File: config.mk
export PLATFORM = sky130hd
export DESIGN_NAME = cmt_timer
export DESIGN_NICKNAME = d
export VERILOG_FILES = /design/src/rtl/cmt_pkg.sv /design/src/rtl/cmt_delay_write.sv /design/src/rtl/cmt_prescaler.sv /design/src/rtl/cmt_channel.sv /design/src/rtl/cmt_timer.sv
export SDC_FILE = /design/constraint.sdc
export NUM_CORES = 2
export LEC_CHECK = 0
export ABC_AREA = 1
export BUFFER_PORTS_ARGS = -buffer_cell sky130_fd_sc_hd__buf_2
export CAP_MARGIN = 20
export CORE_MARGIN = 4
export CORE_UTILIZATION = 65
export DETAILED_ROUTE_END_ITERATION = 8
export PLACE_DENSITY = 0.83
export SLEW_MARGIN = 20
export SYNTH_ARGS = -nofsm -noshare
export SYNTH_HDL_FRONTEND = slang
export SYNTH_SLANG_ARGS = --single-unit
File: constraint.sdc
create_clock -name clk -period 6.3 [get_ports clk]
set_input_delay 1.26 -clock clk [delete_from_list [all_inputs] [get_ports clk]]
set_output_delay 1.26 -clock clk [all_outputs]
set_load 0.02 [all_outputs]
File: src/rtl/cmt_pkg.sv
package cmt_pkg;

    typedef enum logic [0:0] {
        DW_IDLE,
        DW_WAIT
    } dw_state_e;

    localparam int FLAG_MATCH_BIT = 15;
    localparam int FLAG_OVF_BIT   = 14;

    localparam logic [1:0] REQ_NONE = 2'd0;
    localparam logic [1:0] REQ_DMA  = 2'd1;
    localparam logic [1:0] REQ_IRQ  = 2'd2;

    // applied configuration fields of a channel
    typedef struct packed {
        logic       clr_mode;   // word bit 8
        logic       out_en;     // word bit 7
        logic [1:0] req_sel;    // word bits 5:4
        logic [2:0] cks;        // word bits 2:0
    } chan_cfg_t;

    // prescale ratio for a clock-select code, 0 means no counting
    function automatic logic [7:0] cks_divisor(input logic [2:0] cks);
        logic [7:0] d;
        case (cks)
            3'd4:    d = 8'd8;
            3'd5:    d = 8'd32;
            3'd6:    d = 8'd128;
            3'd7:    d = 8'd1;
            default: d = 8'd0;
        endcase
        return d;
    endfunction

endpackage

File: src/rtl/cmt_delay_write.sv
module cmt_delay_write #(
    parameter int W   = 32,
    parameter int LAT = 2
) (
    input  logic         clk,
    input  logic         rst_n,
    input  logic         wr,
    input  logic [W-1:0] wdata,
    output logic         busy,
    output logic         load,
    output logic [W-1:0] ldata
);
    import cmt_pkg::*;

    localparam int CW = (LAT > 1) ? $clog2(LAT) : 1;

    dw_state_e     state_q;
    logic [CW-1:0] left_q;
    logic [W-1:0]  data_q;

    // state register
    always_ff @(posedge clk) begin
        if (!rst_n) begin
            state_q <= DW_IDLE;
            left_q  <= '0;
            data_q  <= '0;
        end else if (wr) begin
            state_q <= DW_WAIT;
            left_q  <= CW'(LAT - 1);
            data_q  <= wdata;
        end else begin
            unique case (state_q)
                DW_IDLE: state_q <= DW_IDLE;
                DW_WAIT: begin
                    if (left_q == '0) state_q <= DW_IDLE;
                    else              left_q  <= left_q - 1'b1;
                end
                default: state_q <= DW_IDLE;
            endcase
        end
    end

    // outputs
    always_comb begin
        busy  = 1'b0;
        load  = 1'b0;
        ldata = data_q;
        unique case (state_q)
            DW_IDLE: ;
            DW_WAIT: begin
                busy = 1'b1;
                load = (left_q == '0);
            end
            default: ;
        endcase
    end

    // a write always leaves the unit waiting on the next cycle
    a_r5_busy_after_write: assert property (@(posedge clk) disable iff (!rst_n)
        wr |=> busy);

endmodule

File: src/rtl/cmt_prescaler.sv
module cmt_prescaler (
    input  logic       clk,
    input  logic       rst_n,
    input  logic       run,
    input  logic       ref_tick,
    input  logic [2:0] cks,
    output logic       tick
);
    import cmt_pkg::*;

    logic [7:0] div;
    logic [7:0] pc_q;
    logic       at_end;

    always_comb begin
        div    = cks_divisor(cks);
        at_end = (div != 8'd0) && (pc_q >= div - 8'd1);
        tick   = run && ref_tick && at_end;
    end

    always_ff @(posedge clk) begin
        if (!rst_n) begin
            pc_q <= '0;
        end else if (!run || div == 8'd0) begin
            pc_q <= '0;
        end else if (ref_tick) begin
            if (at_end) pc_q <= '0;
            else        pc_q <= pc_q + 8'd1;
        end
    end

endmodule

File: src/rtl/cmt_channel.sv
module cmt_channel #(
    parameter int CNT_W   = 32,
    parameter int CFG_LAT = 2,
    parameter int CNT_LAT = 3
) (
    input  logic             clk,
    input  logic             rst_n,
    input  logic             ref_tick,
    input  logic             run,
    input  logic             wr_ctl,
    input  logic             wr_cnt,
    input  logic             wr_cmp,
    input  logic [31:0]      wdata,
    output logic [31:0]      ctl_rd,
    output logic [CNT_W-1:0] cnt_q,
    output logic [CNT_W-1:0] cmp_q,
    output logic             irq,
    output logic             dreq
);
    import cmt_pkg::*;

    chan_cfg_t        cfg_q;
    chan_cfg_t        cfg_ld;
    logic [6:0]       cfg_ldata;
    logic             cfg_load;
    logic             cfg_busy;
    logic             cnt_ld;
    logic             cnt_busy;
    logic [CNT_W-1:0] cnt_ldata;
    logic             cmp_ld;
    logic             cmp_busy;
    logic [CNT_W-1:0] cmp_ldata;
    logic             tick;
    logic             match_ev;
    logic             wrap_ev;
    logic             mflag_q;
    logic             ovf_q;
    logic             dreq_q;

    cmt_delay_write #(.W(7), .LAT(CFG_LAT)) u_dw_cfg (
        .clk(clk), .rst_n(rst_n), .wr(wr_ctl),
        .wdata({wdata[8], wdata[7], wdata[5:4], wdata[2:0]}),
        .busy(cfg_busy), .load(cfg_load), .ldata(cfg_ldata));

    cmt_delay_write #(.W(CNT_W), .LAT(CNT_LAT)) u_dw_cnt (
        .clk(clk), .rst_n(rst_n), .wr(wr_cnt), .wdata(wdata[CNT_W-1:0]),
        .busy(cnt_busy), .load(cnt_ld), .ldata(cnt_ldata));

    cmt_delay_write #(.W(CNT_W), .LAT(CFG_LAT)) u_dw_cmp (
        .clk(clk), .rst_n(rst_n), .wr(wr_cmp), .wdata(wdata[CNT_W-1:0]),
        .busy(cmp_busy), .load(cmp_ld), .ldata(cmp_ldata));

    cmt_prescaler u_presc (
        .clk(clk), .rst_n(rst_n), .run(run), .ref_tick(ref_tick),
        .cks(cfg_q.cks), .tick(tick));

    always_comb begin
        cfg_ld   = chan_cfg_t'(cfg_ldata);
        match_ev = tick && (cnt_q == cmp_q);
        wrap_ev  = tick && !cnt_ld && (cnt_q == '1) && !(cfg_q.clr_mode && match_ev);
    end

    always_ff @(posedge clk) begin
        if (!rst_n) begin
            cfg_q   <= '0;
            cmp_q   <= '1;
            cnt_q   <= '0;
            mflag_q <= 1'b0;
            ovf_q   <= 1'b0;
            dreq_q  <= 1'b0;
        end else begin
            if (cfg_load) cfg_q <= cfg_ld;
            if (cmp_ld)   cmp_q <= cmp_ldata;
            if (cnt_ld)
                cnt_q <= cnt_ldata;
            else if (tick)
                cnt_q <= (match_ev && cfg_q.clr_mode) ? '0 : cnt_q + 1'b1;
            if (match_ev)
                mflag_q <= 1'b1;
            else if (wr_ctl && !wdata[FLAG_MATCH_BIT])
                mflag_q <= 1'b0;
            if (wrap_ev)
                ovf_q <= 1'b1;
            else if (wr_ctl && !wdata[FLAG_OVF_BIT])
                ovf_q <= 1'b0;
            dreq_q <= match_ev && (cfg_q.req_sel == REQ_DMA);
        end
    end

    always_comb begin
        ctl_rd = {16'b0, mflag_q, ovf_q, cnt_busy, 4'b0, cfg_q.clr_mode,
                  cfg_q.out_en, 1'b0, cfg_q.req_sel, 1'b0, cfg_q.cks};
        irq    = mflag_q && cfg_q.out_en && (cfg_q.req_sel == REQ_IRQ);
        dreq   = dreq_q;
    end

    // a stopped channel holds its count
    a_r2_hold_when_stopped: assert property (@(posedge clk) disable iff (!rst_n)
        (!run && !cnt_ld) |=> $stable(cnt_q));

    // a matching tick in clear mode leaves the counter at zero
    a_r7_clear_on_match: assert property (@(posedge clk) disable iff (!rst_n)
        (match_ev && cfg_q.clr_mode && !cnt_ld) |=> (cnt_q == '0));

    // overflow only rises from an all-ones count
    a_r8_ovf_from_top: assert property (@(posedge clk) disable iff (!rst_n)
        $rose(ovf_q) |-> ($past(cnt_q) == '1));

    // a DMA pulse follows a compare hit
    a_r11_dreq_after_match: assert property (@(posedge clk) disable iff (!rst_n)
        dreq_q |-> $past(cnt_q == cmp_q));

endmodule

File: src/rtl/cmt_timer.sv
module cmt_timer #(
    parameter int NCH     = 4,
    parameter int CNT_W   = 32,
    parameter int ADDR_W  = 12,
    parameter int CFG_LAT = 2,
    parameter int CNT_LAT = 3
) (
    input  logic              clk,
    input  logic              rst_n,
    input  logic              ref_tick,
    input  logic              bus_sel,
    input  logic              bus_we,
    input  logic [ADDR_W-1:0] bus_addr,
    input  logic [31:0]       bus_wdata,
    output logic [31:0]       bus_rdata,
    output logic [NCH-1:0]    irq,
    output logic [NCH-1:0]    dreq
);
    localparam int SLOT_W = ADDR_W - 4;

    logic [SLOT_W-1:0] slot;
    logic [1:0]        regsel;
    logic              aligned;
    logic              wr_en;
    logic [NCH-1:0]    run_q;
    logic [31:0]       ctl_rd  [NCH];
    logic [31:0]       cnt_rd  [NCH];
    logic [31:0]       cmp_rd  [NCH];

    always_comb begin
        slot    = bus_addr[ADDR_W-1:4];
        regsel  = bus_addr[3:2];
        aligned = (bus_addr[1:0] == 2'b00);
        wr_en   = bus_sel && bus_we && aligned;
    end

    always_ff @(posedge clk) begin
        if (!rst_n)
            run_q <= '0;
        else if (wr_en && slot == '0 && regsel == 2'd0)
            run_q <= bus_wdata[NCH-1:0];
    end

    for (genvar i = 0; i < NCH; i++) begin : g_ch
        logic             hit;
        logic [CNT_W-1:0] cnt_w;
        logic [CNT_W-1:0] cmp_w;

        assign hit = wr_en && (slot == SLOT_W'(i + 1));

        cmt_channel #(.CNT_W(CNT_W), .CFG_LAT(CFG_LAT), .CNT_LAT(CNT_LAT)) u_ch (
            .clk(clk), .rst_n(rst_n), .ref_tick(ref_tick), .run(run_q[i]),
            .wr_ctl(hit && regsel == 2'd0),
            .wr_cnt(hit && regsel == 2'd1),
            .wr_cmp(hit && regsel == 2'd2),
            .wdata(bus_wdata), .ctl_rd(ctl_rd[i]), .cnt_q(cnt_w), .cmp_q(cmp_w),
            .irq(irq[i]), .dreq(dreq[i]));

        assign cnt_rd[i] = 32'(cnt_w);
        assign cmp_rd[i] = 32'(cmp_w);
    end

    always_comb begin
        bus_rdata = '0;
        if (aligned) begin
            if (slot == '0 && regsel == 2'd0)
                bus_rdata = 32'(run_q);
            for (int i = 0; i < NCH; i++) begin
                if (slot == SLOT_W'(i + 1)) begin
                    case (regsel)
                        2'd0:    bus_rdata = ctl_rd[i];
                        2'd1:    bus_rdata = cnt_rd[i];
                        2'd2:    bus_rdata = cmp_rd[i];
                        default: bus_rdata = '0;
                    endcase
                end
            end
        end
    end

    // the run word takes the written value on the next cycle
    a_r2_run_follows_write: assert property (@(posedge clk) disable iff (!rst_n)
        (wr_en && slot == '0 && regsel == 2'd0) |=> (run_q == $past(bus_wdata[NCH-1:0])));

endmodule

==> results by group <==
Setup path
  • Slowest CP cell: nand2_2
  • CP Max Fanout: 47
  • Buf/Inv on CP: 3
  • Crit path arrival time: 3.71 ns
  • WP depth: 9
  • Crit. End Element: output pin
  • Top delay family on crit path: compound AO/OA/AOI/OAI gates
  • CP Data Required Time: 5.04 ns
  • CP Class: input pin to output pin
  • CP Cell Sequence: buf_2, inv_1, nand2_2, o22ai_1, a21oi_1, o21ai_0, nand2_1, a21oi_1, buf_2
  • Startpoint Class: input pin
  • Slowest Stage Delay on Critical Path: 0.55 ns
  • Reg2Reg Depth: 16

Place
  • RD Place Congestion: 1.01
  • DP Wirelength: 77600 µm
  • Port bufs: 88

Timing
  • Worst slew pin tran: 1.00 ns
  • Worst slew margin: 0.329
  • Setup violations, final: 0
  • Setup Skew: 0.0189 ns
  • Fmax: 201 MHz
  • Hold Vio Cnt, Final: 0
  • WHS: 0.444 ns
  • RSZ-0062 raised after global routing: no
  • Max-slew violations: 0
  • Final period util: 0.788
  • Setup TNS Final: 0 ns
  • Final min period: 4.97 ns

Floorplan
  • Die area: 56200 µm²
  • Rows: 83
  • Initial Util: 0.660
  • Die width: 237 µm
  • Die Span Y: 237 µm
  • Core Region: 51600 µm²
  • # IOs: 89

Synth
  • Number of flops mapped to enable cells by yosys: 0
  • Synth area leaders: dfxtp_1, nand2_1, a21oi_1
  • Simple-gate share of the synthesized area: 0.224
  • Synth Instances: 4975
  • Post-synth cell types: 51
  • Mux cell area share after synthesis: 0
  • FF+latch count, synth: 644
  • Syn Nets: 5068
  • Ys flop type: dfxtp_1
  • Synth Area in Compound Gates: 0.202
  • Area of the mapped netlist: 34100 µm²
  • Warnings, synthesis: 0
  • Cell type with the largest total area after synthesis: dfxtp_1
  • Adder-cell area share of the yosys netlist: 0.0162
  • Synth top area share: 0.378
  • Post-Syn Area per Cell: 6.85 µm²
  • FFs w/ async S/R, synth: 0
  • XOR/XNOR share of the synthesized area: 0.0558
  • Largest family of logic cells by synthesized area: simple AND/OR/NAND/NOR gates
  • Register area share after synthesis: 0.378

Global route
  • Initial antenna violation count: 8
  • Number of global-route vias before repair: 29600
  • GR Overflow Total: 0
  • First-pass GRT wire length: 174000 µm
  • Tot GR Track Use: 0.392
  • Largest net degree at the start of global routing: 198

Job
  • Max Cap Viol: 0

Hold path
  • Hold Crit Class: flop to flop
  • Hold path depth: 2

Power and ir drop
  • PwrDens: 233 nW/µm²
  • Worst VDD drop: 250 µV
  • Leakage Power: 13.7 nW

Route
  • Routed len/inst: 20.3 µm
  • Iter 0 DRT Violations: 4714
  • DR pass1 iterations: 8
  • ANT nets after route: 0
  • WL final: 114000 µm
  • Vias/cell: 5.93
  • DR vias: 33100
  • DRC violations left: 0

Clock network
  • CTS Hold Bufs: 0
  • CTS tree: built
  • Cts bufs inserted: 69
  • Maximum clock path buffer count: 3
  • Post-CTS Setup Bufs: 0
  • Clock slew at reported path FFs: 0.06 ns
  • Clk_lat worst skew: 0.61 ns
  • Clock sinks: 644
  • Clock Root Buffer: clkbuf_16
  • # resized after CTS: 0
  • H-Tree Depth: 3

Cells and area
  • Fraction of layout cells with a size suffix above 1: 0.0686
  • # fillers: 4387
  • Area delta synth->final: 7.28%
  • Nets@finish: 4950
  • Commonest non-fill, non-tap cells in the layout: nand2_1, inv_1, dfxtp_1
  • Commonest non-fill, non-tap cell in the layout: nand2_1

Outcome
  • Status: finished clean
-- tightest hold or removal path: cells and delay by family, from the launching register on --
family          cells  cell delay, ns
compound gates      1            0.05
buf+inv             1            0.04
flops               1            0.31
-- metrics by stage --
step           utilization  area [µm²]  total power [mW]  cells  worst slack, ns
3_5_place_dp         0.664       34300              4.46   5466             1.52
3_3_place_gp         0.663       34200              4.45   5465             1.49
4_1_cts              0.708       36500              8.51   5578             1.52
2_1_floorplan            -       34100              4.32   4975             2.34
6_report             0.708       36600              8.50   5583             1.33
5_1_grt              0.708       36500              8.70   5578             1.25
-- sequential cells by signal, indices dropped and copies added (netlist names), 8 cells and up --
name,cells
g_ch.u_ch.u_dw_cmp.ldata,128
g_ch.u_ch.cmp_q,128
g_ch.u_ch.ctl_rd,28
g_ch.u_ch.cnt_q,128
g_ch.u_ch.u_presc.pc_q,32
g_ch.u_ch.u_dw_cfg.ldata,28
g_ch.u_ch.u_dw_cnt.left_q,8
g_ch.u_ch.u_dw_cnt.ldata,128
-- metal layers --
layer,global-route usage,wire [µm],up-vias,share of wire
met5,0,19,-,0.00017
met4,0.170,5640,4,0.050
met3,0.0992,15500,299,0.14
met2,0.565,46900,1776,0.41
met1,0.556,45600,15100,0.40
li1,-,-,15900,-
-- layout make-up --
class	instances	area [µm²]	area share
Antenna cell	5	12.5	0.000342
Clock buffer	95	2070	0.0566
Clock inverter	17	199	0.00544
Inverter	715	2690	0.0737
Multi-Input combinational cell	3300	17100	0.466
Sequential cell	644	12900	0.353
Tap cell	680	851	0.0233
Timing Repair Buffer	127	788	0.0216
-- Yosys cell counts (all sizes together), types with 3 or more instances --
master and n:
dfxtp 644, inv 711, nor2b 3, nand2 1009
o21ai 426, nor3 74, buf 136, o211ai 144
nor3b 5, nor4 4, nand3 278, a221o 3
xnor2 42, clkinv 4, nand4 32, a21boi 4
a22o 8, ha 44, xor2 175, and3 9
clkbuf 180, a221oi 7, o22ai 70, nor2 372
o221ai 15, a21oi 563
-- logic make-up after synthesis --
| kind of cell | Yosys count |
|---|---|
| adder cells (fa/ha/maj) | 44 |
| flip-flops | 644 |
| XOR/XNOR | 217 |
| AO/OA/AOI/OAI | 1251 |
| AND/OR/NAND/NOR | 1788 |
| buffers and inverters | 1031 |
-- worst paths after layout --
| kind | slack [ns] | from | endpoint |
|---|---|---|---|
| worst min register to register | 0.44 | g_ch[0].u_ch.u_dw_cmp.ldata[21] | g_ch[0].u_ch.u_dw_cmp.ldata[21] |
| worst max-delay path | 1.33 | bus_addr[2] | bus_rdata[15] |
| worst min-delay path | 0.44 | g_ch[0].u_ch.u_dw_cmp.ldata[21] | g_ch[0].u_ch.u_dw_cmp.ldata[21] |
| worst max register to register | 2.42 | g_ch[2].u_ch.ctl_rd[0] | g_ch[2].u_ch.ovf_q |
-- where the power goes --
group / internal [mW] / leakage [nW] / switching [mW]
combinational: 0.0598 / 7.36 / 0.253
sequential: 4.07 / 5.19 / 0.000164
clock: 2.45 / 1.13 / 1.67
total: 6.58 / 13.7 / 1.93
(Power assumes the default switching activity.)
